--- src/rtl/apd_pkg.sv ---
package apd_pkg;

    typedef enum logic [3:0] {
        ST_IDLE, ST_LISTEN, ST_RESOLVE, ST_LINK_10,
        ST_LINK_100, ST_AUTONEG, ST_NO_SIGNAL, ST_FAULT
    } apd_state_e;

    typedef enum logic [2:0] {
        OC_NONE     = 3'd0,
        OC_10M      = 3'd1,
        OC_100M     = 3'd2,
        OC_AN       = 3'd3,
        OC_QUIET    = 3'd4,
        OC_CONFLICT = 3'd5
    } apd_outcome_e;

    localparam int NUM_DET    = 4;
    localparam int DET_FLP    = 0;
    localparam int DET_NLP    = 1;
    localparam int DET_IDLE   = 2;
    localparam int DET_ENERGY = 3;

    localparam logic [4:0] A_STATUS  = 5'd1;
    localparam logic [4:0] A_ADVERT  = 5'd4;
    localparam logic [4:0] A_PARTNER = 5'd5;
    localparam logic [4:0] A_EXPAND  = 5'd6;
    localparam logic [4:0] A_QUICK   = 5'd17;
    localparam logic [4:0] A_AUX     = 5'd19;

    typedef struct packed {
        logic complete;
        logic lp_10hd;
        logic lp_100hd;
        logic lp_an_able;
        logic pd_fault;
        logic no_signal;
        logic rem_fault;
        logic adv_fault;
    } apd_bits_t;

    function automatic apd_outcome_e classify(input logic [NUM_DET-1:0] s);
        if (s[DET_FLP])                  return OC_AN;
        if (s[DET_NLP] && s[DET_IDLE])   return OC_CONFLICT;
        if (s[DET_NLP])                  return OC_10M;
        if (s[DET_IDLE])                 return OC_100M;
        if (s[DET_ENERGY])               return OC_NONE;
        return OC_QUIET;
    endfunction

    function automatic apd_state_e state_for(input apd_outcome_e oc);
        case (oc)
            OC_10M:      return ST_LINK_10;
            OC_100M:     return ST_LINK_100;
            OC_AN:       return ST_AUTONEG;
            OC_QUIET:    return ST_NO_SIGNAL;
            OC_CONFLICT: return ST_FAULT;
            default:     return ST_LISTEN;
        endcase
    endfunction

    function automatic apd_outcome_e code_of(input apd_state_e st);
        case (st)
            ST_LINK_10:   return OC_10M;
            ST_LINK_100:  return OC_100M;
            ST_AUTONEG:   return OC_AN;
            ST_NO_SIGNAL: return OC_QUIET;
            ST_FAULT:     return OC_CONFLICT;
            default:      return OC_NONE;
        endcase
    endfunction

endpackage

--- src/rtl/apd_qualifier.sv ---
module apd_qualifier #(
    parameter int QUAL_CYCLES = 8
) (
    input  logic clk,
    input  logic rst,
    input  logic clr,
    input  logic en,
    input  logic flag,
    output logic seen
);
    localparam int CW = (QUAL_CYCLES < 2) ? 1 : $clog2(QUAL_CYCLES);
    localparam logic [CW-1:0] LAST = CW'(QUAL_CYCLES - 1);

    logic [CW-1:0] run_cnt;

    always_ff @(posedge clk) begin
        if (rst || clr) begin
            run_cnt <= '0;
            seen    <= 1'b0;
        end else if (flag && en) begin
            if (run_cnt == LAST) seen <= 1'b1;
            else                 run_cnt <= run_cnt + 1'b1;
        end else begin
            run_cnt <= '0;
        end
    end


    qualified_by_flag_chk: assert property (@(posedge clk) disable iff (rst)
        $rose(seen) |-> $past(flag) && $past(en));

endmodule

--- src/rtl/apd_window.sv ---
module apd_window #(
    parameter int WIN_CYCLES = 50000
) (
    input  logic clk,
    input  logic rst,
    input  logic run,
    output logic expire
);
    localparam int WW = (WIN_CYCLES < 2) ? 1 : $clog2(WIN_CYCLES);
    localparam logic [WW-1:0] LAST = WW'(WIN_CYCLES - 1);

    logic [WW-1:0] tick;

    always_ff @(posedge clk) begin
        if (rst || !run)      tick <= '0;
        else if (tick == LAST) tick <= '0;
        else                  tick <= tick + 1'b1;
    end

    assign expire = run && (tick == LAST);


    window_restarts_chk: assert property (@(posedge clk) disable iff (rst)
        expire |=> (tick == '0));

endmodule

--- src/rtl/apd_fsm.sv ---
module apd_fsm
    import apd_pkg::*;
(
    input  logic               clk,
    input  logic               rst,
    input  logic               restart,
    input  logic               win_expire,
    input  logic [NUM_DET-1:0] seen,
    output logic               listening,
    output logic               det_clr,
    output logic               res_fire,
    output apd_outcome_e       res_code,
    output logic               strobe,
    output logic               en10,
    output logic               en100,
    output apd_outcome_e       cur_code
);
    apd_state_e state, state_nx;

    assign res_code = classify(seen);
    assign res_fire = (state == ST_RESOLVE) && (res_code != OC_NONE) && !restart;

    always_comb begin
        state_nx = state;
        case (state)
            ST_IDLE:    state_nx = ST_LISTEN;
            ST_LISTEN:  if (win_expire) state_nx = ST_RESOLVE;
            ST_RESOLVE: state_nx = state_for(res_code);
            default:    state_nx = state;
        endcase
        if (restart) state_nx = ST_IDLE;
    end

    always_ff @(posedge clk) begin
        if (rst) begin
            state  <= ST_IDLE;
            strobe <= 1'b0;
        end else begin
            state  <= state_nx;
            strobe <= res_fire;
        end
    end

    assign listening = (state == ST_LISTEN);
    assign det_clr   = (state == ST_IDLE) ||
                       ((state == ST_RESOLVE) && (res_code == OC_NONE));
    assign en10      = (state == ST_LINK_10);
    assign en100     = (state == ST_LINK_100);
    assign cur_code  = code_of(state);


    single_tech_chk: assert property (@(posedge clk) disable iff (rst)
        $onehot0({en10, en100}));


    strobe_entry_chk: assert property (@(posedge clk) disable iff (rst)
        strobe |-> (cur_code != OC_NONE) && ($past(state) == ST_RESOLVE));

endmodule

--- src/rtl/apd_regs.sv ---
module apd_regs
    import apd_pkg::*;
(
    input  logic         clk,
    input  logic         rst,
    input  logic         restart,
    input  logic         res_fire,
    input  apd_outcome_e res_code,
    input  logic         rem_fault,
    input  logic         loc_fault,
    input  logic [4:0]   rd_addr,
    output logic [15:0]  rd_data
);
    apd_bits_t b;

    always_ff @(posedge clk) begin
        if (rst || restart) begin
            b <= '0;
        end else begin
            if (rem_fault) b.rem_fault <= 1'b1;
            if (loc_fault) b.adv_fault <= 1'b1;
            if (res_fire) begin
                case (res_code)
                    OC_10M: begin
                        b.complete   <= 1'b1;
                        b.lp_10hd    <= 1'b1;
                        b.lp_an_able <= 1'b0;
                    end
                    OC_100M: begin
                        b.complete   <= 1'b1;
                        b.lp_100hd   <= 1'b1;
                        b.lp_an_able <= 1'b0;
                    end
                    OC_AN:       b.lp_an_able <= 1'b1;
                    OC_QUIET:    b.no_signal  <= 1'b1;
                    OC_CONFLICT: b.pd_fault   <= 1'b1;
                    default: ;
                endcase
            end
        end
    end

    always_comb begin
        rd_data = '0;
        case (rd_addr)
            A_STATUS: begin
                rd_data[5] = b.complete;
                rd_data[4] = b.rem_fault;
            end
            A_ADVERT:  rd_data[13] = b.adv_fault;
            A_PARTNER: begin
                rd_data[5]  = b.lp_10hd;
                rd_data[7]  = b.lp_100hd;
                rd_data[13] = b.rem_fault;
            end
            A_EXPAND: begin
                rd_data[0] = b.lp_an_able;
                rd_data[4] = b.pd_fault;
            end
            A_QUICK: begin
                rd_data[3] = b.no_signal;
                rd_data[1] = b.rem_fault;
            end
            A_AUX:     rd_data[13] = b.rem_fault;
            default: ;
        endcase
    end


    fault_not_complete_chk: assert property (@(posedge clk) disable iff (rst)
        b.pd_fault |-> !b.complete);


    restart_clears_chk: assert property (@(posedge clk) disable iff (rst)
        restart |=> (b == '0));

endmodule

--- src/rtl/apd_ctrl.sv ---
module apd_ctrl
    import apd_pkg::*;
#(
    parameter int QUAL_CYCLES = 8,
    parameter int WIN_CYCLES  = 50000
) (
    input  logic        clk,
    input  logic        rst,
    input  logic        restart,
    input  logic        flp_seen,
    input  logic        nlp_seen,
    input  logic        idle_seen,
    input  logic        energy_seen,
    input  logic        rem_fault,
    input  logic        loc_fault,
    input  logic [4:0]  rd_addr,
    output logic [15:0] rd_data,
    output logic        link10_en,
    output logic        link100_en,
    output logic        result_stb,
    output logic [2:0]  result_code
);
    logic [NUM_DET-1:0] raw, seen;
    logic               listening, det_clr, win_expire, res_fire;
    apd_outcome_e       res_code, cur_code;

    always_comb begin
        raw             = '0;
        raw[DET_FLP]    = flp_seen;
        raw[DET_NLP]    = nlp_seen;
        raw[DET_IDLE]   = idle_seen;
        raw[DET_ENERGY] = energy_seen;
    end

    for (genvar g = 0; g < NUM_DET; g++) begin : g_qual
        apd_qualifier #(.QUAL_CYCLES(QUAL_CYCLES)) u_q (
            .clk (clk),
            .rst (rst),
            .clr (det_clr || restart),
            .en  (listening),
            .flag(raw[g]),
            .seen(seen[g])
        );
    end

    apd_window #(.WIN_CYCLES(WIN_CYCLES)) u_win (
        .clk   (clk),
        .rst   (rst),
        .run   (listening && !restart),
        .expire(win_expire)
    );

    apd_fsm u_fsm (
        .clk       (clk),
        .rst       (rst),
        .restart   (restart),
        .win_expire(win_expire),
        .seen      (seen),
        .listening (listening),
        .det_clr   (det_clr),
        .res_fire  (res_fire),
        .res_code  (res_code),
        .strobe    (result_stb),
        .en10      (link10_en),
        .en100     (link100_en),
        .cur_code  (cur_code)
    );

    apd_regs u_regs (
        .clk      (clk),
        .rst      (rst),
        .restart  (restart),
        .res_fire (res_fire),
        .res_code (res_code),
        .rem_fault(rem_fault),
        .loc_fault(loc_fault),
        .rd_addr  (rd_addr),
        .rd_data  (rd_data)
    );

    assign result_code = cur_code;

endmodule

--- config.mk ---
export PLATFORM = sky130hd
export DESIGN_NAME = apd_ctrl
export DESIGN_NICKNAME = d
export VERILOG_FILES = /design/src/rtl/apd_pkg.sv /design/src/rtl/apd_qualifier.sv /design/src/rtl/apd_window.sv /design/src/rtl/apd_fsm.sv /design/src/rtl/apd_regs.sv /design/src/rtl/apd_ctrl.sv
export SDC_FILE = /design/constraint.sdc
export NUM_CORES = 1
export LEC_CHECK = 0
export BUFFER_PORTS_ARGS = -buffer_cell sky130_fd_sc_hd__buf_2
export CAP_MARGIN = 20
export CORE_UTILIZATION = 26
export CTS_CLUSTER_DIAMETER = 80
export DETAILED_ROUTE_END_ITERATION = 7
export SYNTH_ARGS = -nofsm -noshare
export SYNTH_HDL_FRONTEND = slang
export SYNTH_HIERARCHICAL = 1
export SYNTH_SLANG_ARGS = --single-unit
export TNS_END_PERCENT = 1
--- constraint.sdc ---
create_clock -name clk -period 2.9 [get_ports clk]
set_input_delay 0.145 -clock clk [delete_from_list [all_inputs] [get_ports clk]]
set_output_delay 0.145 -clock clk [all_outputs]
set_load 0.02 [all_outputs]
==> metrics.txt <==
share of the synthesized area in the top cell type 0.371; FP Rows 34; final setup vio count 0; Clock transition at path regs 0.08 ns; Max Cap Viol 0; final hold slack 0.118 ns; number of CTS-inserted buffers 5; Setup Buffers After CTS 0; Vias/cell about 4.6; DP Wirelength 3.12 mm; period utilization 0.670; crit path buf inv count 1; 1st-iter DRT viols between 50 and 60; CTS Hold Bufs 0; Hold Crit Class in -> reg; first-pass GRT wire length about 7.4 mm; starting density of the core 0.271; via count about 1700; layout cells sized above 1 0.175; DRC 0; arrival time at the worst endpoint roughly 2.2 ns; Startpoint Class flip-flop; RD Place Congestion slightly below 0.8; die footprint roughly 9500 um^2; Clk Latency, worst-skew pair about 0.29 ns; grt total ovfl 0; Max Slew Vio Count 0; CTS Buffer Depth 2; Slew @ Worst Pin 0.595 ns; Worst Setup End Kind flip-flop; GR met2 Demand/Resource 0.154; Ys Warns 6; commonest cells in the netlist dfxtp_1 (44), nor2_1 (42), nor3_1 (16); Resized cells post-CTS 0; Area growth syn-to-layout 9.86%; Cell variety after synth just over 50; CTS Root Cell clkbuf_8; synth top area cells dfxtp_1 (37%), nor2_1 (6.6%), ha_1 (4.7%); Top-Level Pins 36; Pre-antenna DRT Iters 4; count leader, synth dfxtp_1; met1 usage 0.119; Slew HR 0.600; initial antenna violation count 0; post-placement cell count around 380; Routed WL about 4.2 mm; leak pwr just under 1 nW; Fmax ~0.51 GHz; DR WL/cell about 11 um; max incr delay on CP a little under 0.6 ns; Post-synth EDFFs 0; Synth Register Bits 44; dominant synthesized flop cell dfxtp_1; CP max FO 16; Synth Cell Area 2370 um^2; die span in x 97.5 um; required time of the critical path 3.12 ns; Synth area leader dfxtp_1; async set or reset register ratio after synthesis 0; H-tree Lvls 2; Crit Path Category reg -> reg; TritonCTS clock tree built; largest net degree at the start of global routing 20; CTS sink cnt 44; VDD IR max 0.149 mV; Avg Inst Size Synth 9.49 um^2; Post-Syn Instances 250; outcome complete, no violations; diode count 0; Die Span Y 97.5 um; vias in the first global route between 1500 and 2000; min Tclk post-route just under 2 ns; cell area power density 396 nW/um^2; clk_skew ~0.010 ns; Final ANT Viol Nets 0; RSZ-0062 raised after global routing no; Fin. Hold Viols 0; final non-filler cell total 382; cell family with most CP delay simple AND/OR/NAND/NOR gates; NumNets Final between 200 and 300; crit-path cells nor3b_1, buf_4, and2b_2, or3b_1, nor2_1; TNS Setup 0 ns; grt peak-use layer met2; GRT Overall Usage 0.0925; count of input and output buffers 26; post-synthesis sequential area ratio 0.371; CP max stage cell or3b_1; core area a little under 9000 um^2; met3 Track Usage GR 0.0237
cells by family after synthesis:
group,count (synthesis),synth area share
buf+inv,27,0.0759
compound gates,22,0.0817
mux,9,0.0380
other cells,1,0.00158
xor+xnor,19,0.0701
flops,44,0.371
simple gates,119,0.314
fa+ha+maj,9,0.0474
layer usage:
metal / share of wire / vias up
met3: 0.042 / 2
met1: 0.50 / 799
met2: 0.46 / 33
met4: 0.0024 / 0
li1: - / 911
met5: 0 / -
worst paths after layout:
check                  from             to  slack (ns)  cells after the start
max          u_fsm/state[0]  u_win/tick[4]        0.96                      5
min               loc_fault    u_regs/b[0]        0.12                      3
max reg2reg  u_fsm/state[0]  u_win/tick[4]        0.96                      5
min reg2reg     u_regs/b[4]    u_regs/b[4]        0.49                      2
worst register-to-register path: stages, from the launching register on:
cell and delay, ns:
dfxtp_1 0.50, nor3b_1 0.22, buf_4 0.21, and2b_2 0.17
or3b_1 0.59, nor2_1 0.18
report_power, final:
group          switching [mW]  internal, mW
registers             0.00338         0.606
clock network           0.200         0.164
logic                  0.0375        0.0206
per-stage QoR:
stage	util	power, mW	cell area [um^2]	setup slack (ns)
after floorplan	-	0.673	2400	0.532
after global placement	0.289	0.682	2530	0.990
after detailed placement	0.289	0.683	2530	0.970
after CTS	0.298	1.05	2610	0.936
after global routing	0.298	1.08	2610	0.767
final	0.298	1.03	2610	0.957
flip-flops by register name, summed over array words and instances (netlist names):
signal / cells
u_fsm/state: 3
g_qual.u_q/seen: 4
u_fsm/strobe: 1
u_regs/b: 8
g_qual.u_q/run_cnt: 12
u_win/tick: 16
layout make-up:
| class | instances | area (um^2) |
|---|---|---|
| repair buffers | 27 | 138 |
| fillers | 919 | 6160 |
| well taps | 108 | 135 |
| multi-input cells | 187 | 1340 |
| flip-flops and latches | 44 | 881 |
| inverters | 9 | 33.8 |
| clock buffers | 6 | 72.6 |
| clock inverters | 1 | 5.00 |
cells in the final DEF (no fill, tap or decap), drive strengths merged, types with 7 or more instances in the layout:
| cell type | n |
|---|---|
| xnor2 | 12 |
| nor4 | 7 |
| mux2i | 9 |
| ha | 9 |
| inv | 9 |
| buf | 27 |
| nor2 | 42 |
| nand4 | 7 |
| dfxtp | 44 |
| conb | 9 |
| nor3 | 16 |
| xor2 | 7 |
No activity file was read; power rests on OpenSTA's default activity.
